==> src/rtl/coex_pkg.sv <==
package coex_pkg;

  typedef enum logic [1:0] {
    FN_REQ = 2'd0,
    FN_PRI = 2'd1,
    FN_ACT = 2'd2,
    FN_ANT = 2'd3
  } coex_fn_e;

  localparam int FN_COUNT = 4;

  // Bluetooth wins the slot when WLAN is idle, or in three-line mode when
  // the slot is urgent and the WLAN traffic is not.
  function automatic logic coex_bt_wins(input logic busy, input logic wlan_hi,
                                        input logic three, input logic bt_pri);
    return !busy || (three && bt_pri && !wlan_hi);
  endfunction

  // Activity level: during a slot it reflects the latched decision,
  // outside a slot it mirrors WLAN busy.
  function automatic logic coex_act_level(input logic slot, input logic grant,
                                          input logic busy);
    return slot ? !grant : busy;
  endfunction

  function automatic logic coex_ant_level(input logic slot, input logic grant,
                                          input logic force_en, input logic force_val);
    return force_en ? force_val : (slot && grant);
  endfunction

endpackage

==> src/rtl/coex_sync.sv <==
module coex_sync #(
  parameter int WIDTH  = 2,
  parameter int STAGES = 2
) (
  input  logic             clk,
  input  logic             rst_n,
  input  logic [WIDTH-1:0] d,
  output logic [WIDTH-1:0] q
);

  logic [WIDTH-1:0] stg [STAGES];

  always_ff @(posedge clk or negedge rst_n) begin
    if (!rst_n) begin
      for (int i = 0; i < STAGES; i++) stg[i] <= '0;
    end else begin
      stg[0] <= d;
      for (int i = 1; i < STAGES; i++) stg[i] <= stg[i-1];
    end
  end

  assign q = stg[STAGES-1];

endmodule

==> src/rtl/coex_decider.sv <==
module coex_decider
  import coex_pkg::*;
(
  input  logic clk,
  input  logic rst_n,
  input  logic req_s,
  input  logic pri_s,
  input  logic three_wire,
  input  logic wlan_busy,
  input  logic wlan_hi_pri,
  output logic req_rise,
  output logic slot_active,
  output logic bt_grant
);

  logic req_q;
  logic grant_q;

  assign req_rise = req_s && !req_q;

  always_ff @(posedge clk or negedge rst_n) begin
    if (!rst_n) begin
      req_q   <= 1'b0;
      grant_q <= 1'b0;
    end else begin
      req_q <= req_s;
      if (req_rise) grant_q <= coex_bt_wins(wlan_busy, wlan_hi_pri, three_wire, pri_s);
    end
  end

  assign slot_active = req_q;
  assign bt_grant    = grant_q;

  AST_SLOT_AFTER_RISE: assert property (@(posedge clk) disable iff (!rst_n)
    $rose(slot_active) |-> $past(req_rise));

  AST_IDLE_GRANT: assert property (@(posedge clk) disable iff (!rst_n)
    (req_rise && !wlan_busy) |=> bt_grant);

  AST_TWO_WIRE_DENY: assert property (@(posedge clk) disable iff (!rst_n)
    (req_rise && wlan_busy && !three_wire) |=> !bt_grant);

  AST_PRI_GRANT: assert property (@(posedge clk) disable iff (!rst_n)
    (req_rise && wlan_busy && three_wire && pri_s && !wlan_hi_pri) |=> bt_grant);

  AST_WLAN_HI_DENY: assert property (@(posedge clk) disable iff (!rst_n)
    (req_rise && wlan_busy && wlan_hi_pri) |=> !bt_grant);

  AST_GRANT_HELD: assert property (@(posedge clk) disable iff (!rst_n)
    (slot_active && $past(slot_active)) |-> $stable(bt_grant));

endmodule

==> src/rtl/coex_padmux.sv <==
module coex_padmux
  import coex_pkg::*;
#(
  parameter int NUM_PADS = 7,
  parameter int SEL_W    = 3
) (
  input  logic                three_wire,
  input  logic [SEL_W-1:0]    sel_req,
  input  logic [SEL_W-1:0]    sel_pri,
  input  logic [SEL_W-1:0]    sel_act,
  input  logic [SEL_W-1:0]    sel_ant,
  input  logic [NUM_PADS-1:0] pad_in,
  input  logic                act_lvl,
  input  logic                ant_lvl,
  output logic                req_raw,
  output logic                pri_raw,
  output logic [NUM_PADS-1:0] pad_out,
  output logic [NUM_PADS-1:0] pad_oe,
  output logic                map_conflict
);

  localparam logic [SEL_W-1:0] PAD_LIMIT = SEL_W'(NUM_PADS);

  logic [SEL_W-1:0] fsel   [FN_COUNT];
  logic             fin_use[FN_COUNT];

  always_comb begin
    fsel[FN_REQ] = sel_req;
    fsel[FN_PRI] = sel_pri;
    fsel[FN_ACT] = sel_act;
    fsel[FN_ANT] = sel_ant;
    for (int f = 0; f < FN_COUNT; f++) fin_use[f] = (fsel[f] < PAD_LIMIT);
    fin_use[FN_PRI] = fin_use[FN_PRI] && three_wire;
  end

  // Pairwise check of the in-use selectors.
  always_comb begin
    map_conflict = 1'b0;
    for (int a = 0; a < FN_COUNT; a++) begin
      for (int b = a + 1; b < FN_COUNT; b++) begin
        if (fin_use[a] && fin_use[b] && (fsel[a] == fsel[b])) map_conflict = 1'b1;
      end
    end
  end

  // Input selection: a selector outside the pad range reads as 0.
  always_comb begin
    req_raw = 1'b0;
    pri_raw = 1'b0;
    for (int p = 0; p < NUM_PADS; p++) begin
      if (sel_req == SEL_W'(p)) req_raw = pad_in[p];
      if (sel_pri == SEL_W'(p)) pri_raw = pad_in[p];
    end
  end

  // Output drive, one slice per pad.
  for (genvar p = 0; p < NUM_PADS; p++) begin : g_pad
    logic hit_act;
    logic hit_ant;
    assign hit_act   = (sel_act == SEL_W'(p));
    assign hit_ant   = (sel_ant == SEL_W'(p));
    assign pad_oe[p] = !map_conflict && (hit_act || hit_ant);
    assign pad_out[p] = pad_oe[p] && (hit_act ? act_lvl : ant_lvl);
  end

endmodule

==> src/rtl/coex_arbiter.sv <==
module coex_arbiter
  import coex_pkg::*;
#(
  parameter  int NUM_PADS    = 7,
  parameter  int SYNC_STAGES = 2,
  localparam int SEL_W       = $clog2(NUM_PADS + 1)
) (
  input  logic                clk,
  input  logic                rst_n,
  input  logic                three_wire,
  input  logic                wlan_busy,
  input  logic                wlan_hi_pri,
  input  logic                ant_force_en,
  input  logic                ant_force_val,
  input  logic [SEL_W-1:0]    sel_req,
  input  logic [SEL_W-1:0]    sel_pri,
  input  logic [SEL_W-1:0]    sel_act,
  input  logic [SEL_W-1:0]    sel_ant,
  input  logic [NUM_PADS-1:0] pad_in,
  output logic [NUM_PADS-1:0] pad_out,
  output logic [NUM_PADS-1:0] pad_oe,
  output logic                map_conflict
);

  logic req_raw, pri_raw;
  logic req_s, pri_s;
  logic req_rise, slot_active, bt_grant;
  logic act_lvl, ant_lvl;

  coex_sync #(.WIDTH(2), .STAGES(SYNC_STAGES)) u_sync (
    .clk   (clk),
    .rst_n (rst_n),
    .d     ({pri_raw, req_raw}),
    .q     ({pri_s, req_s})
  );

  coex_decider u_decide (
    .clk         (clk),
    .rst_n       (rst_n),
    .req_s       (req_s),
    .pri_s       (pri_s),
    .three_wire  (three_wire),
    .wlan_busy   (wlan_busy),
    .wlan_hi_pri (wlan_hi_pri),
    .req_rise    (req_rise),
    .slot_active (slot_active),
    .bt_grant    (bt_grant)
  );

  assign act_lvl = coex_act_level(slot_active, bt_grant, wlan_busy);
  assign ant_lvl = coex_ant_level(slot_active, bt_grant, ant_force_en, ant_force_val);

  coex_padmux #(.NUM_PADS(NUM_PADS), .SEL_W(SEL_W)) u_mux (
    .three_wire   (three_wire),
    .sel_req      (sel_req),
    .sel_pri      (sel_pri),
    .sel_act      (sel_act),
    .sel_ant      (sel_ant),
    .pad_in       (pad_in),
    .act_lvl      (act_lvl),
    .ant_lvl      (ant_lvl),
    .req_raw      (req_raw),
    .pri_raw      (pri_raw),
    .pad_out      (pad_out),
    .pad_oe       (pad_oe),
    .map_conflict (map_conflict)
  );

  AST_OUTSIDE_SLOT: assert property (@(posedge clk) disable iff (!rst_n)
    (!slot_active && !ant_force_en) |-> (act_lvl == wlan_busy) && !ant_lvl);

  AST_SLOT_COMPLEMENT: assert property (@(posedge clk) disable iff (!rst_n)
    (slot_active && !ant_force_en) |-> (act_lvl != ant_lvl));

  AST_OE_LIMIT: assert property (@(posedge clk) disable iff (!rst_n)
    $countones(pad_oe) <= 2);

  AST_CONFLICT_QUIET: assert property (@(posedge clk) disable iff (!rst_n)
    map_conflict |-> (pad_oe == '0));

  AST_RESET_IDLE: assert property (@(posedge clk) disable iff (!rst_n)
    $rose(rst_n) |-> !slot_active);

endmodule

==> config.mk <==
export PLATFORM = sky130hd
export DESIGN_NAME = coex_arbiter
export DESIGN_NICKNAME = d
export VERILOG_FILES = /design/src/rtl/coex_pkg.sv /design/src/rtl/coex_sync.sv /design/src/rtl/coex_decider.sv /design/src/rtl/coex_padmux.sv /design/src/rtl/coex_arbiter.sv
export SDC_FILE = /design/constraint.sdc
export NUM_CORES = 1
export LEC_CHECK = 0
export ABC_AREA = 0
export BUFFER_PORTS_ARGS = -buffer_cell sky130_fd_sc_hd__buf_2
export CORE_AREA = 4 4 52 54
export CTS_CLUSTER_DIAMETER = 100
export DETAILED_ROUTE_END_ITERATION = 8
export DIE_AREA = 0 0 56 58
export PLACE_DENSITY_LB_ADDON = 0.15
export SLEW_MARGIN = 15
export SYNTH_ARGS = -nofsm -noshare
export SYNTH_HDL_FRONTEND = slang
export SYNTH_SLANG_ARGS = --single-unit
==> constraint.sdc <==
create_clock -name clk -period 3.2 [get_ports clk]
set_clock_uncertainty 0.15 [all_clocks]
set_input_delay 0.8 -clock clk [delete_from_list [all_inputs] [get_ports clk]]
set_output_delay 0.8 -clock clk [all_outputs]
set_load 0.01 [all_outputs]
==> impl_metrics.json <==
{
  "rsz0062_at_grt": "true",
  "fmax_mhz": 319,
  "fin_crit_ns": 3.14,
  "finalNetCount": 197,
  "die_h_um": 58,
  "routedWlPerCell_um": 13.1,
  "gr-total-overflow": 0,
  "die_x_um": 56,
  "grt_busiest_layer": "met2",
  "cts_buffers": 3,
  "synthesis.nets": 157,
  "gr-usage-met3": 0.0267,
  "post_cts_buffers": 0,
  "worst_setup_path_start_kind": "input pin",
  "grt_max_degree": 16,
  "ir_drop_mv": 0.178,
  "timing.final.max_slew_violations": 0,
  "drc": 0,
  "whs_ns": 0.198,
  "synth_edf_count": 0,
  "via_per_inst": 5.41,
  "synth_cells": 131,
  "status": "finished clean",
  "stdcell_area_um2": 1310,
  "cts_hold_repair.buffers": 0,
  "place_area_um2": 1280,
  "utilization": 0.590,
  "drtAntennaViolNets": 0,
  "synthArstFlopShare": 1.00,
  "path_cells": "buf_2, xor2_1, or4_4, a31oi_4, buf_12, or2_1, buf_2",
  "synth_area_leaders": "dfrtp_1 14%, nor3_2 9.3%, xor2_1 5.7%",
  "crit_path_max_incr_delay_ns": 0.49,
  "cts_tree": "built",
  "insertion_delay_ns": 0.25,
  "ys_top_cells_by_count": "11 x a21oi_1, 11 x nor2_1, 10 x nand2_1, 10 x nor3_2, 7 x xor2_1",
  "worst-slew-pin-transition_ns": 0.563,
  "endpoint_kind": "output port",
  "core_um2": 2210,
  "area_delta_synth_final_pct": 20.7,
  "grt.total_usage": 0.167,
  "diodes": 0,
  "drive_gt1_frac": 0.462,
  "fin_crit_sh": 0.980,
  "clk_pin_slew_worst_paths_ns": 0.04,
  "port_buffers": 40,
  "synth_ff_type": "dfrtp_1",
  "cpLargestDelayFamily": "simple AND/OR/NAND/NOR gates",
  "dr.pass1.iters": 4,
  "synth_top_area_frac": 0.139,
  "synth_seq_area_share": 0.139,
  "crit_top_cell": "buf_2",
  "critPathBufInv": 3,
  "crit_type": "in -> out",
  "synth.avg_cell_area_um2": 8.25,
  "place_congestion": 0.766,
  "syn-cell-area_um2": 1080,
  "vias": 1065,
  "use_met2": 0.297,
  "p_leak_nw": 0.591,
  "grt_pass1_vias": 1012,
  "drt-total-wl_um": 2570,
  "start_util": 0.489,
  "clockBufferDepth": 2,
  "cts.sink_count": 6,
  "ys_seq_elements": 6,
  "grt_pass1_wl_um": 4460,
  "required_ns": 2.25,
  "num-fill-cells": 221,
  "hpwl_um": 2080,
  "yosysTopAreaCell": "dfrtp_1",
  "dieArea_um2": 3250,
  "h-tree-depth": 1,
  "antenna_found_initial": 0,
  "hold_violations": 0,
  "first_iter_violations": 25,
  "ios": 41,
  "cap_violations": 0,
  "synth_cell_type_count": 41,
  "use_met1": 0.204,
  "slowest_stage": "or4_4",
  "relSlewSlack": 0.614,
  "cts-root-buf": "clkbuf_4",
  "cp_max_fo": 15,
  "power.density_nw_per_um2": 271,
  "setup_viol": 0,
  "arrival_ns": 2.19,
  "rows": 17,
  "synth_warnings": 0,
  "hp-class": "reg -> reg"
}
==> where the power goes <==
part           leakage, nW  internal, mW  switching [mW]
clock network       0.0138        0.0425          0.0279
logic                0.508        0.0864           0.106
registers           0.0689        0.0860         0.00480
total                0.591         0.215           0.138
==> registers in the layout (all words and copies together), names as in the netlist <==
signal / flops
u_decide.bt_grant: 1
u_sync.stg: 2
u_sync.q: 2
u_decide.slot_active: 1
==> cell type report <==
| type | instances | area, um^2 | area share |
|---|---|---|---|
| Multi-Input combinational cell | 106 | 783 | 0.600 |
| Timing Repair Buffer | 49 | 293 | 0.224 |
| Sequential cell | 6 | 150 | 0.115 |
| Tap cell | 28 | 35.0 | 0.0268 |
| Clock buffer | 3 | 22.5 | 0.0173 |
| Inverter | 5 | 21.3 | 0.0163 |
==> cells in the final DEF, fill, tap and decap left out, types with 5 or more instances in the layout <==
cell and instances:
buf_2 40, nor2_1 11, nand2_1 10, a21oi_1 10, nor3_2 10, xor2_1 7, buf_4 7, xnor2_1 6
dfrtp_1 6, nor2b_1 5, nor3_1 5
==> routing by layer <==
layer,vias up,share of wire,wire [um]
li1,545,-,-
met1,477,0.44,1140
met2,37,0.49,1250
met3,6,0.058,148
met4,0,0.012,31
met5,-,0,0
==> path summary, 6_finish.rpt <==
kind / to / start / depth (start not counted) / slack, ns
max in group asynchronous: u_sync.stg[3] / rst_n / 1 / 2.55
min in group asynchronous: u_sync.stg[2] / rst_n / 1 / 0.22
hold reg to reg: u_sync.q[1] / u_sync.stg[3] / 0 / 0.20
setup / recovery: map_conflict / sel_pri[2] / 7 / 0.06
setup reg to reg: u_decide.bt_grant / u_decide.slot_active / 3 / 2.21
hold / removal: u_sync.q[1] / u_sync.stg[3] / 0 / 0.20
==> logic make-up after synthesis <==
kind of cell,count (synthesis),share of synthesized area
multiplexers,9,0.111
flip-flops,6,0.139
buffers and inverters,19,0.140
AO/OA/AOI/OAI,25,0.157
AND/OR/NAND/NOR,59,0.347
XOR/XNOR,13,0.105
==> per-stage QoR <==
step	power (mW)	setup TNS (ns)	cells	worst slack [ns]
after CTS	0.358	0	197	0.0365
after global placement	0.279	0	194	0.0181
final	0.353	0	197	0.0636
after global routing	0.382	-0.0136	197	-0.0136
after floorplan	0.227	0	131	0.231
after detailed placement	0.284	0	194	0.0377
==> repair_timing <==
action / 4_1_cts / 5_1_grt
endpoints found under the setup margin: 0 / 11
endpoints found under the hold margin: 0 / 0
gates resized for setup: 0 / 1
(Power assumes the default switching activity.)
